`src/rtl/twi_pkg.sv`:
```
package twi_pkg;
  typedef enum logic [2:0] {
    ST_IDLE,
    ST_RX,
    ST_RX_ACK,
    ST_TX,
    ST_TX_ACK,
    ST_SKIP
  } twi_state_e;

  typedef enum logic [1:0] {
    RL_ADDR,
    RL_PTR,
    RL_DATA
  } twi_role_e;
endpackage

```
`src/rtl/twi_line_sync.sv`:
```
module twi_line_sync #(
  parameter int SYNC_STAGES = 2
) (
  input  logic clk,
  input  logic rst_n,
  input  logic scl_i,
  input  logic sda_i,
  output logic scl_s,
  output logic sda_s,
  output logic scl_rise,
  output logic scl_fall,
  output logic start_det,
  output logic stop_det
);
  localparam int MSB = SYNC_STAGES - 1;

  logic [MSB:0] scl_q, sda_q;
  logic         scl_d, sda_d;

  always_ff @(posedge clk or negedge rst_n) begin
    if (!rst_n) begin
      scl_q <= '1;
      sda_q <= '1;
      scl_d <= 1'b1;
      sda_d <= 1'b1;
    end else begin
      scl_q <= {scl_q[MSB-1:0], scl_i};
      sda_q <= {sda_q[MSB-1:0], sda_i};
      scl_d <= scl_q[MSB];
      sda_d <= sda_q[MSB];
    end
  end

  assign scl_s     = scl_q[MSB];
  assign sda_s     = sda_q[MSB];
  assign scl_rise  = scl_s & ~scl_d;
  assign scl_fall  = ~scl_s & scl_d;
  assign start_det = scl_s & scl_d & sda_d & ~sda_s;
  assign stop_det  = scl_s & scl_d & ~sda_d & sda_s;
endmodule

```
`src/rtl/twi_regbank.sv`:
```
module twi_regbank #(
  parameter int AW    = 4,
  parameter int DW    = 8,
  parameter int NTIME = 7
) (
  input  logic              clk,
  input  logic              rst_n,
  input  logic              refresh,
  input  logic              wr_en,
  input  logic [AW-1:0]     wr_addr,
  input  logic [DW-1:0]     wr_data,
  input  logic [AW-1:0]     rd_addr,
  input  logic [NTIME*DW-1:0] time_i,
  output logic [DW-1:0]     rd_data
);
  localparam int NREGS = 1 << AW;

  logic [NTIME*DW-1:0] shadow_q;
  logic [DW-1:0]       word [NREGS];

  always_ff @(posedge clk or negedge rst_n) begin
    if (!rst_n) begin
      shadow_q <= '0;
    end else if (refresh) begin
      shadow_q <= time_i;
    end
  end

  for (genvar i = 0; i < NREGS; i++) begin : g_word
    if (i < NTIME) begin : g_time
      assign word[i] = shadow_q[i*DW +: DW];
    end else begin : g_store
      logic [DW-1:0] reg_q;
      logic          we;
      assign we = wr_en && (wr_addr == AW'(i));
      always_ff @(posedge clk or negedge rst_n) begin
        if (!rst_n) begin
          reg_q <= '0;
        end else if (we) begin
          reg_q <= wr_data;
        end
      end
      assign word[i] = reg_q;
    end
  end

  assign rd_data = word[rd_addr];

  AST_SHADOW_LOAD: assert property (@(posedge clk) disable iff (!rst_n)
    refresh |=> (shadow_q == $past(time_i)));
endmodule

```
`src/rtl/twi_engine.sv`:
```
module twi_engine
  import twi_pkg::*;
#(
  parameter int         AW       = 4,
  parameter int         DW       = 8,
  parameter logic [6:0] DEV_ADDR = 7'h68
) (
  input  logic          clk,
  input  logic          rst_n,
  input  logic          scl_s,
  input  logic          sda_s,
  input  logic          scl_rise,
  input  logic          scl_fall,
  input  logic          start_det,
  input  logic          stop_det,
  input  logic [DW-1:0] rd_data,
  output logic          sda_oe,
  output logic [AW-1:0] ptr,
  output logic          wr_en,
  output logic [AW-1:0] wr_addr,
  output logic [DW-1:0] wr_data,
  output logic          refresh
);
  localparam logic [AW-1:0] PTR_TOP = {AW{1'b1}};
  localparam int            CW      = $clog2(DW + 1);
  localparam logic [CW-1:0] BITS    = CW'(DW);
  localparam logic [CW-1:0] LASTBIT = CW'(DW - 1);

  twi_state_e    state_q, state_d;
  twi_role_e     role_q, role_d;
  logic [CW-1:0] cnt_q, cnt_d;
  logic [DW-1:0] sh_q, sh_d;
  logic [AW-1:0] ptr_q, ptr_d;
  logic          rw_q, rw_d;
  logic          oe_q, oe_d;
  logic          mack_q, mack_d;

  always_comb begin
    state_d = state_q;
    role_d  = role_q;
    cnt_d   = cnt_q;
    sh_d    = sh_q;
    ptr_d   = ptr_q;
    rw_d    = rw_q;
    oe_d    = oe_q;
    mack_d  = mack_q;
    wr_en   = 1'b0;
    refresh = 1'b0;
    if (start_det) begin
      state_d = ST_RX;
      role_d  = RL_ADDR;
      cnt_d   = '0;
      oe_d    = 1'b0;
      refresh = 1'b1;
    end else if (stop_det) begin
      state_d = ST_IDLE;
      oe_d    = 1'b0;
      refresh = 1'b1;
    end else begin
      case (state_q)
        ST_RX: begin
          if (scl_rise && cnt_q != BITS) begin
            sh_d  = {sh_q[DW-2:0], sda_s};
            cnt_d = cnt_q + 1'b1;
          end else if (scl_fall && cnt_q == BITS) begin
            if (role_q == RL_ADDR && sh_q[DW-1:DW-7] != DEV_ADDR) begin
              state_d = ST_SKIP;
            end else begin
              state_d = ST_RX_ACK;
              oe_d    = 1'b1;
              if (role_q == RL_ADDR) rw_d = sh_q[0];
            end
          end
        end
        ST_RX_ACK: begin
          if (scl_rise) begin
            if (role_q == RL_DATA) begin
              wr_en   = 1'b1;
              ptr_d   = ptr_q + 1'b1;
              refresh = (ptr_q == PTR_TOP);
            end else if (role_q == RL_PTR) begin
              ptr_d = sh_q[AW-1:0];
            end
          end else if (scl_fall) begin
            cnt_d = '0;
            if (role_q == RL_ADDR && rw_q) begin
              state_d = ST_TX;
              sh_d    = rd_data;
              oe_d    = ~rd_data[DW-1];
            end else begin
              state_d = ST_RX;
              role_d  = (role_q == RL_ADDR) ? RL_PTR : RL_DATA;
              oe_d    = 1'b0;
            end
          end
        end
        ST_TX: begin
          if (scl_fall) begin
            if (cnt_q == LASTBIT) begin
              state_d = ST_TX_ACK;
              oe_d    = 1'b0;
            end else begin
              sh_d  = {sh_q[DW-2:0], 1'b0};
              oe_d  = ~sh_q[DW-2];
              cnt_d = cnt_q + 1'b1;
            end
          end
        end
        ST_TX_ACK: begin
          if (scl_rise) begin
            mack_d  = ~sda_s;
            ptr_d   = ptr_q + 1'b1;
            refresh = (ptr_q == PTR_TOP);
          end else if (scl_fall) begin
            if (mack_q) begin
              state_d = ST_TX;
              sh_d    = rd_data;
              oe_d    = ~rd_data[DW-1];
              cnt_d   = '0;
            end else begin
              state_d = ST_SKIP;
            end
          end
        end
        default: ;
      endcase
    end
  end

  always_ff @(posedge clk or negedge rst_n) begin
    if (!rst_n) begin
      state_q <= ST_IDLE;
      role_q  <= RL_ADDR;
      cnt_q   <= '0;
      sh_q    <= '0;
      ptr_q   <= '0;
      rw_q    <= 1'b0;
      oe_q    <= 1'b0;
      mack_q  <= 1'b0;
    end else begin
      state_q <= state_d;
      role_q  <= role_d;
      cnt_q   <= cnt_d;
      sh_q    <= sh_d;
      ptr_q   <= ptr_d;
      rw_q    <= rw_d;
      oe_q    <= oe_d;
      mack_q  <= mack_d;
    end
  end

  assign sda_oe  = oe_q;
  assign ptr     = ptr_q;
  assign wr_addr = ptr_q;
  assign wr_data = sh_q;

  AST_START_ARMS: assert property (@(posedge clk) disable iff (!rst_n)
    start_det |=> (state_q == ST_RX && cnt_q == '0 && !oe_q));
  AST_SDA_CHANGE_LOW: assert property (@(posedge clk) disable iff (!rst_n)
    (oe_q != $past(oe_q)) |-> (!$past(scl_s) || $past(start_det) || $past(stop_det)));
  AST_WRITE_IN_ACK: assert property (@(posedge clk) disable iff (!rst_n)
    wr_en |-> oe_q);
  AST_PTR_WRAP: assert property (@(posedge clk) disable iff (!rst_n)
    (wr_en && ptr_q == PTR_TOP) |=> (ptr_q == '0));
  AST_SKIP_QUIET: assert property (@(posedge clk) disable iff (!rst_n)
    (state_q == ST_SKIP) |-> !oe_q);
endmodule

```
`src/rtl/twi_reg_slave.sv`:
```
module twi_reg_slave #(
  parameter int         AW          = 4,
  parameter int         DW          = 8,
  parameter int         NTIME       = 7,
  parameter int         SYNC_STAGES = 2,
  parameter logic [6:0] DEV_ADDR    = 7'h68
) (
  input  logic                clk,
  input  logic                rst_n,
  input  logic                scl_i,
  input  logic                sda_i,
  output logic                sda_oe_o,
  input  logic [NTIME*DW-1:0] time_i,
  output logic                wr_stb_o,
  output logic [AW-1:0]       wr_addr_o,
  output logic [DW-1:0]       wr_data_o
);
  logic [1:0]    rst_pipe;
  logic          sys_rst_n;
  logic          scl_s, sda_s, scl_rise, scl_fall, start_det, stop_det;
  logic          refresh, wr_en;
  logic [AW-1:0] ptr, wr_addr;
  logic [DW-1:0] wr_data, rd_data;

  always_ff @(posedge clk or negedge rst_n) begin
    if (!rst_n) rst_pipe <= 2'b00;
    else        rst_pipe <= {rst_pipe[0], 1'b1};
  end
  assign sys_rst_n = rst_pipe[1];

  twi_line_sync #(.SYNC_STAGES(SYNC_STAGES)) u_sync (
    .clk(clk), .rst_n(sys_rst_n), .scl_i(scl_i), .sda_i(sda_i),
    .scl_s(scl_s), .sda_s(sda_s), .scl_rise(scl_rise), .scl_fall(scl_fall),
    .start_det(start_det), .stop_det(stop_det)
  );

  twi_engine #(.AW(AW), .DW(DW), .DEV_ADDR(DEV_ADDR)) u_engine (
    .clk(clk), .rst_n(sys_rst_n), .scl_s(scl_s), .sda_s(sda_s),
    .scl_rise(scl_rise), .scl_fall(scl_fall), .start_det(start_det),
    .stop_det(stop_det), .rd_data(rd_data), .sda_oe(sda_oe_o), .ptr(ptr),
    .wr_en(wr_en), .wr_addr(wr_addr), .wr_data(wr_data), .refresh(refresh)
  );

  twi_regbank #(.AW(AW), .DW(DW), .NTIME(NTIME)) u_bank (
    .clk(clk), .rst_n(sys_rst_n), .refresh(refresh), .wr_en(wr_en),
    .wr_addr(wr_addr), .wr_data(wr_data), .rd_addr(ptr), .time_i(time_i),
    .rd_data(rd_data)
  );

  assign wr_stb_o  = wr_en;
  assign wr_addr_o = wr_addr;
  assign wr_data_o = wr_data;
endmodule

```
`config.mk`:
```
export PLATFORM = sky130hd
export DESIGN_NAME = twi_reg_slave
export DESIGN_NICKNAME = d
export VERILOG_FILES = /design/src/rtl/twi_pkg.sv /design/src/rtl/twi_line_sync.sv /design/src/rtl/twi_regbank.sv /design/src/rtl/twi_engine.sv /design/src/rtl/twi_reg_slave.sv
export SDC_FILE = /design/constraint.sdc
export NUM_CORES = 1
export LEC_CHECK = 0
export ABC_CLOCK_PERIOD_IN_PS = 6810
export BUFFER_PORTS_ARGS = -buffer_cell sky130_fd_sc_hd__buf_2
export CAP_MARGIN = 20
export CORE_ASPECT_RATIO = 1.25
export CORE_UTILIZATION = 50
export DETAILED_ROUTE_END_ITERATION = 10
export MAX_ROUTING_LAYER = met4
export PLACE_DENSITY = 0.77
export SLEW_MARGIN = 20
export SYNTH_ARGS = -nofsm -noshare
export SYNTH_HDL_FRONTEND = slang
export SYNTH_HIERARCHICAL = 1
export SYNTH_SLANG_ARGS = --single-unit
```
`constraint.sdc`:
```
create_clock -name clk -period 6.81 [get_ports clk]
set_input_delay 0.681 -clock clk [delete_from_list [all_inputs] [get_ports clk]]
set_output_delay 0.681 -clock clk [all_outputs]
set_load 0.005 [all_outputs]
```
==> out/qor_table.md, run 1 <==
| Group | Result | This run |
|:---|:---|:---|
| pwr | Power Dens Cells | 318 mW/mm² |
| setup path | Launching element of the worst setup path | u_sync/sda_q[1] |
| placement | Total placed cells including tap cells | 792 |
| placement | Pre-CTS setup slack | 3520 ps |
| sta | Final period demand of the worst path | 3400 ps |
| sta | Sum of negative setup slack | 0 ps |
| pwr | Peak supply drop | 0.195 mV |
| sta | Post-route worst hold slack | 28.9 ps |
| layout | Non-filler instance count after layout | 824 |
| clocking | TritonCTS clock tree | done |
| sta | Top achievable clock speed | 294 MHz |
| setup path | Highest net fanout along the worst path | 9 |
| global routing | Via count of the first global-routing pass | 5,087 |
| sta | Fraction of the cycle the final worst path needs | 0.499 |
| placement | Detail Placement HPWL | 11,400 µm |
| layout | Final layout net count | 668 |
| run status | Outcome | finished clean |
| yosys | Synthesized cell area | 0.00774 mm² |
| clocking | Clock-pin slew reported for the worst setup and hold paths after clock tree synthesis | 70 ps |
| yosys | Mean Syn Cell Area | 14.5 µm² |
| setup path | Worst reg2reg startpoint | u_sync/sda_q[1] |
| clocking | Maximum buffer depth of the clock tree | 2 |
| sta | Worst-margin pin slew | 891 ps |
| sta | Unrepaired setup endpoints after global routing | no |
| yosys | Instance count of the mapped netlist | 534 |
| yosys | Fraction of post-synthesis cell area in the top cell type by area | 0.498 |
| sta | Worst-case setup margin in the final layout | 3410 ps |
| placement | Post-Place Cell Area | 0.00823 mm² |
| yosys | Sequential fraction of the synthesis area | 0.519 |
| routing | DR DRC count | 0 |
| sta | Max Transition Viols Final | 0 |
| layout | Number of antenna cells inserted | 0 |
| yosys | Dominant synthesized flop cell | dfrtp_1 |
| layout | Commonest non-fill, non-tap cells in the layout | 152 x dfrtp_1, 125 x mux2_2, 73 x buf_2, 29 x mux4_2, 24 x nand2_1 |
| sta | Fin. Hold Viols | 0 |
| yosys | Yosys Warn Count | 6 |
| run | Max-capacitance violation count | 0 |
| routing | DR top layer | met4 |
| setup path | Type of element launching the critical path | register |
| global routing | Total congestion overflow | 0 |
| placement | Final GP Congestion | 0.876 |
| routing | Starting DRC count in detailed routing | 334 |
| routing | Drt wl/cell | 20.6 µm |
| global routing | Global-route wire length before repair | 27,500 µm |
| floorplanning | Floorplan Core Area | 0.0151 mm² |
| sta | Final setup violation count | 0 |
| placement | Port buffer count | 73 |
| setup path | Critical path arrival | 2720 ps |
| yosys | Number of synthesized register bits | 160 |
| worst hold path | Class of the worst hold path | in2async |
| clocking | Clk Latency, worst-skew pair | 430 ps |
| layout | Area growth from synthesis to layout | 14.0% |
| clocking | Buffer count from post-CTS setup fixing | 0 |
| clocking | Root buffer cell | clkbuf_16 |
| sta | Clock skew | 11.1 ps |
| pwr | Static Leak | 3.97 nW |
| setup path | Critical Path End Type | primary output |
| clocking | Cts bufs inserted | 17 |
| routing | Met2 wire length | 8960 µm |
| floorplanning | Die width | 113 µm |
| layout | Post-Route Utilization | 0.585 |
| setup path | Required time of the worst setup path | 6130 ps |
| sta | Worst slew margin relative to its limit | 0.406 |
| floorplanning | Row count | 50 |
| layout | Share of cells above drive strength 1 | 0.513 |
| clocking | CTS sink cnt | 160 |
| routing | Drt pass-1 iters | 5 |
| yosys | Count of cell types in the netlist | 66 |
| routing | Vias | 4,825 |
| yosys | Post-synth net total | 599 |
| clocking | Number of hold-repair buffers added at the cts stage | 0 |
| yosys | Library cell occupying the most area in the post-synthesis netlist | dfrtp_1 |
| floorplanning | Total Die Area | 0.0160 mm² |
| floorplanning | Initial cell density of the core | 0.513 |
| routing | M1 wire length | 6990 µm |
| floorplanning | DIE HEIGHT | 141 µm |
| setup path | Type of the setup path with the least slack | reg2out |
| pwr | Overall power of the completed layout | 2.81 mW |
| routing | ANT nets after route | 0 |
| yosys | Number of synthesized flops with an enable pin | 0 |
| global routing | Overall global routing resource usage | 0.236 |
| global routing | Antenna violations before repair | 0 |
| clocking | H-tree depth reported by CTS | 4 |
| routing | Via density per instance | 5.86 |
| yosys | Cell types occupying the most area after synthesis | dfrtp_1 50%, mux2_2 18%, mux4_2 8.4%, mux2_4 3.1%, dfstp_2 2.0% |
| clocking | Number of instances resized during post-cts repair | 0 |
| routing | Wire length after detailed routing | 17,000 µm |
| floorplanning | Io pins | 74 |
| layout | Non-Filler Cell Area, Final | 0.00882 mm² |
| routing | Met3 WL post-DR | 685 µm |
| layout | Number of inserted filler cells in the final layout | 1,181 |
| yosys | Async S/R FF share, synth | 1.00 |
| layout | Most common cell after layout, fill and taps aside | dfrtp_1 |
| global routing | Largest net degree at the start of global routing | 88 |
-- cell type report --
class / instances / area, µm² / area share
timing repair buffer: 79 / 414 / 0.0470
inverter: 7 / 26.3 / 0.00298
sequential: 160 / 4020 / 0.456
tap: 208 / 260 / 0.0295
clock buffer: 17 / 425 / 0.0483
clock inverter: 15 / 156 / 0.0177
multi-input combinational: 338 / 3520 / 0.399
-- synth_stat cells, drive strengths merged, types with 2 or more instances --
cell,n
and4b,2
buf,25
mux2i,7
mux4,32
dfrtp,154
nor3,5
nand4,2
nor4b,3
a21oi,11
o21ai,14
dfstp,6
a22oi,16
a211oi,3
nand3b,5
mux2,141
nor4,2
ha,5
a22o,2
or3,2
nand3,6
o22ai,2
nor2b,6
inv,7
nor2,18
or3b,2
clkbuf,4
nand2b,5
nand2,24
nor3b,3
-- critical path, stage by stage (launching register included) --
cell and delay, ps:
dfstp_2 580, and4b_1 320, nor2_2 370, nand2_1 210, nor3_1 580, buf_2 240
-- path summary, 6_finish.rpt --
check	end	slack [ps]	depth (start not counted)
min in group clk	u_sync/scl_q[0]	360	1
worst min register to register	u_sync/scl_q[1]	360	0
worst max-delay path	wr_stb_o	3410	5
max in group asynchronous	u_engine/ptr[0]	5040	1
worst min-delay path	rst_pipe[1]	30	1
worst max register to register	u_bank/g_word[8].g_store.reg_q[3]	3430	7
-- flip-flops by register name (all words and copies together), names as in the netlist --
name	flops
u_engine/state_q	3
u_sync/sda_d	1
u_bank/shadow_q	56
u_engine/wr_data	8
rst_pipe	2
u_engine/rw_q	1
u_sync/scl_q	2
u_engine/cnt_q	4
u_engine/role_q	2
u_engine/sda_oe	1
u_engine/mack_q	1
u_engine/ptr	4
u_sync/sda_q	2
u_sync/scl_d	1
u_bank/g_word.g_store.reg_q	72
-- cell families (layout without fill, tap and decap cells) --
kind of cell,Yosys count,count (layout),share of synthesized area
AOI/OAI and AO/OA,61,61,0.0561
xor gates and xnor gates,1,1,0.00113
adders and majority gates,5,5,0.00809
buffers and inverters,36,118,0.0283
DFF,160,160,0.519
muxes,180,180,0.317
other,1,1,0.000485
and+or+nand+nor,90,90,0.0707
-- where the power goes --
part / internal, mW / switching (mW) / total [mW] / leakage (nW)
registers: 1.08 / 0.187 / 1.26 / 2.07
logic: 0.314 / 0.298 / 0.611 / 1.61
clock network: 0.495 / 0.438 / 0.933 / 0.291
-- routing by layer --
layer	track usage	up-vias
li1	-	2130
met1	0.297	2538
met4	0.0886	0
met2	0.384	136
met3	0.0421	21
met5	-	-
Note: power is estimated with default switching activity, not from simulation.
==> run 2, diff against run 1 <==
--- a/config.mk
+++ b/config.mk
@@ -5,14 +5,14 @@
 export SDC_FILE = /design/constraint.sdc
 export NUM_CORES = 1
 export LEC_CHECK = 0
-export ABC_CLOCK_PERIOD_IN_PS = 6810
+export ABC_CLOCK_PERIOD_IN_PS = 2900
 export BUFFER_PORTS_ARGS = -buffer_cell sky130_fd_sc_hd__buf_2
 export CAP_MARGIN = 20
 export CORE_ASPECT_RATIO = 1.25
 export CORE_UTILIZATION = 50
 export DETAILED_ROUTE_END_ITERATION = 10
 export MAX_ROUTING_LAYER = met4
-export PLACE_DENSITY = 0.77
+export PLACE_DENSITY = 0.8
 export SLEW_MARGIN = 20
 export SYNTH_ARGS = -nofsm -noshare
 export SYNTH_HDL_FRONTEND = slang
==> constraint.sdc (replaced) <==
create_clock -name clk -period 2.9 [get_ports clk]
set_input_delay 0.29 -clock clk [delete_from_list [all_inputs] [get_ports clk]]
set_output_delay 0.29 -clock clk [all_outputs]
set_load 0.005 [all_outputs]
==> run 2 against run 1 <==
Compared with the run above: via count up 0.87%; die area did not move; register-to-register slack lost 3200 ps; combinational power grew 150%; sequential power rose by 130%; clock power grew 130%; largest cell class unchanged.
==> out/qor_table.md, run 2 (synthesis results as in run 1) <==
| Group | Result | This run | vs previous |
|:---|:---|:---|:---|
| global routing | Via count of the first global-routing pass | 5,349 | +5.2% |
| run status | Outcome | finished clean |  |
| sta | Worst slew margin relative to its limit | 0.426 | +0.0199 |
| sta | Fin. Hold Viols | 0 | unchanged |
| setup path | Internal reg-to-reg setup slack | 240 ps | -3190 ps |
| placement | Post-Place Cell Area | 0.00834 mm² | +1.3% |
| setup path | Critical Path End Type | register |  |
| routing | Starting DRC count in detailed routing | 438 | +31% |
| layout | Largest reg by FF count | u_bank/g_word.g_store.reg_q |  |
| global routing | Grt peak-use layer | met2 |  |
| setup path | Type of the setup path with the least slack | reg2reg |  |
| routing | Vias | 4,867 | +0.87% |
| routing | Drt pass-1 iters | 4 | -1 |
| floorplanning | Io pins | 74 | unchanged |
| pwr | Power Internal | 4.46 mW | +140% |
| setup path | Reg2Reg Depth | 6 | -1 |
| pwr | Switching component of the power | 2.18 mW | +140% |
| floorplanning | Total Die Area | 0.0160 mm² | unchanged |
| pwr | Comb power frac | 0.227 | +0.009 |
| placement | Pre-CTS setup slack | 126 ps | -3390 ps |
| pwr | Proportion of total power due to net switching | 0.328 | -0.000824 |
| worst hold path | Class of the worst hold path | in2reg |  |
| sta | Final setup violation count | 0 | unchanged |
| global routing | Global-route wire length before repair | 28,400 µm | +3.2% |
| floorplanning | Initial cell density of the core | 0.513 | unchanged |
| placement | Detail Placement HPWL | 11,800 µm | +3.7% |
| layout | Number of flip-flops under the largest register name | 72 | unchanged |
| layout | Share of cells above drive strength 1 | 0.521 | +0.00765 |
| global routing | Total congestion overflow | 0 | unchanged |
| setup path | Worst reg2reg startpoint | u_engine/ptr[0] |  |
| sta | Fraction of the cycle the final worst path needs | 0.916 |  |
| layout | Area of the multi-input gates | 0.00352 mm² | about the same |
| clocking | Clock-pin slew reported for the worst setup and hold paths after clock tree synthesis | 70 ps | about the same |
| clocking | TritonCTS clock tree | done |  |
| setup path | Capture instance of the worst register-to-register path | u_engine/wr_data[3] |  |
| pwr | Sequential cell fraction of total power | 0.443 | -0.007 |
| setup path | Highest net fanout along the worst path | 18 | +9 |
| layout | Most common cell after layout, fill and taps aside | dfrtp_1 |  |
| run | Max-capacitance violation count | 0 | unchanged |
| global routing | Antenna violations before repair | 0 | unchanged |
| setup path | Required time of the worst setup path | 3210 ps | -2920 ps |
| sta | Worst-case setup margin in the final layout | 245 ps | -3170 ps |
| pwr | Power Dens Cells | 741 mW/mm² | +130% |
| layout | Area growth from synthesis to layout | 15.8% |  |
| sta | Final period demand of the worst path | 2660 ps |  |
| layout | Commonest non-fill, non-tap cells in the layout | 152 x dfrtp_1, 125 x mux2_2, 73 x buf_2, 29 x mux4_2, 24 x nand2_1 |  |
| layout | Non-Filler Cell Area, Final | 0.00896 mm² | +1.6% |
| global routing | Overall global routing resource usage | 0.243 | +0.00635 |
| global routing | Grt met3 use | 0.0426 | +0.000430 |
| placement | Final GP Congestion | 0.934 | +6.7% |
| layout | Register cell area after layout | 0.00402 mm² | unchanged |
| pwr | Peak supply drop | 0.502 mV | +160% |
| floorplanning | Row count | 50 | unchanged |
| worst hold path | Worst Min Path Start | time_i[38] |  |
| layout | Number of inserted filler cells in the final layout | 1,162 | -1.6% |
| clocking | CTS sink cnt | 160 | unchanged |
| routing | Via density per instance | 5.81 | -0.81% |
| pwr | Static Leak | 4.04 nW | +1.9% |
| pwr | Relative contribution of the clock network to total power | 0.330 | -0.002 |
| setup path | Type of element launching the critical path | register |  |
| sta | Sum of negative setup slack | 0 ps | unchanged |
| layout | Number of antenna cells inserted | 0 | unchanged |
| sta | Top achievable clock speed | 377 MHz |  |
| routing | ANT nets after route | 0 | unchanged |
| floorplanning | Die width | 113 µm | unchanged |
| setup path | Critical path arrival | 2970 ps | +250 ps |
| clocking | Maximum buffer depth of the clock tree | 2 | unchanged |
| clocking | Root buffer cell | clkbuf_16 |  |
| layout | Final layout net count | 682 | +2.1% |
| sta | Max Transition Viols Final | 0 | unchanged |
| clocking | H-tree depth reported by CTS | 4 | unchanged |
| routing | Wire length after detailed routing | 17,500 µm | +2.8% |
| global routing | Routing usage on met1 | 0.291 | -0.00546 |
| pwr | Overall power of the completed layout | 6.64 mW | +140% |
| clocking | Cts bufs inserted | 17 | unchanged |
| worst hold path | Number of stages on the worst hold path | 2 |  |
| placement | Port buffer count | 73 | unchanged |
| worst hold path | Worst hold endpoint | u_bank/shadow_q[38] |  |
| sta | Worst-margin pin slew | 861 ps | -29.8 ps |
| floorplanning | Floorplan Core Area | 0.0151 mm² | unchanged |
| global routing | Largest net degree at the start of global routing | 159 | +81% |
| global routing | Met2 routing resource usage after global routing | 0.402 | +0.0178 |
| sta | Unrepaired setup endpoints after global routing | no |  |
| floorplanning | DIE HEIGHT | 141 µm | unchanged |
| routing | DR DRC count | 0 | unchanged |
| routing | Drt wl/cell | 20.8 µm | +1.1% |
| sta | Clock skew | 9.16 ps | -1.91 ps |
| layout | Post-Route Utilization | 0.594 | +0.00954 |
| clocking | Clk Latency, worst-skew pair | 430 ps | about the same |
[run 2: cell count changes in the layout (fill, tap and decap cells not counted), sizes merged]
cell | previous run | this run
buf | 79 | 90
dlygate4sd3 | 0 | 3
clkinv | 3 | 5
inv | 19 | 17
[run 2: how the worst max path moves through the flow]
stage / endpoint / cells after the start / slack [ps] / from
final: u_engine/wr_data[3] / 6 / 240 / u_engine/ptr[0]
after global routing: u_engine/wr_data[3] / 6 / 80 / u_engine/ptr[0]
after CTS: u_bank/g_word[12].g_store.reg_q[0] / 7 / 100 / u_sync/scl_q[1]
after detailed placement: u_bank/g_word[12].g_store.reg_q[0] / 7 / 130 / u_sync/scl_q[1]
after global placement: u_bank/g_word[12].g_store.reg_q[2] / 7 / 220 / u_sync/scl_q[1]
after floorplan: u_bank/g_word[8].g_store.reg_q[0] / 9 / 10 / u_sync/sda_q[1]
[run 2: final cells by class]
cell class	count	share of cell area
timing repair buffer	93	0.0612
clock buffer	17	0.0475
clock inverter	15	0.0183
tap	208	0.0290
sequential	160	0.448
inverter	7	0.00293
multi-input combinational	338	0.393
[run 2: timing repair]
action | 4_1_cts | 5_1_grt
buffers inserted | 0 | 0
setup endpoints to repair | 0 | 56
hold buffers | 3 | 0
endpoints found under the hold margin | 4 | 0
resized for setup | 0 | 1
[run 2: critical path, stage by stage, from the launching register on]
cell	delay, ps
dfrtp_2	720
buf_4	360
mux4_1	580
a22oi_1	260
nand2_1	80
mux2_2	260
mux2_2	260
[run 2: stage by stage]
step                hold WS [ps]  std cells
floorplan                  -5.59        534
global placement            75.4        803
detailed placement          78.7        803
CTS                         79.8        838
global route                82.5        838
finish                      89.9        838
[run 2: power by group through the flow]
stage	clock network, mW	logic [mW]	registers [mW]
2_1_floorplan	0	1.08	2.83
3_3_place_gp	0	1.44	2.94
3_5_place_dp	0	1.49	2.97
4_1_cts	2.23	1.51	2.93
5_1_grt	2.32	1.64	2.98
6_report	2.19	1.51	2.94
[run 2: per-layer routing]
| metal | share of wire | vias to the layer above | wire length (µm) |
|---|---|---|---|
| li1 | - | 2171 | - |
| met1 | 0.41 | 2518 | 7180 |
| met2 | 0.53 | 140 | 9250 |
| met3 | 0.033 | 38 | 572 |
| met4 | 0.026 | 0 | 456 |
| met5 | 0 | - | 0 |
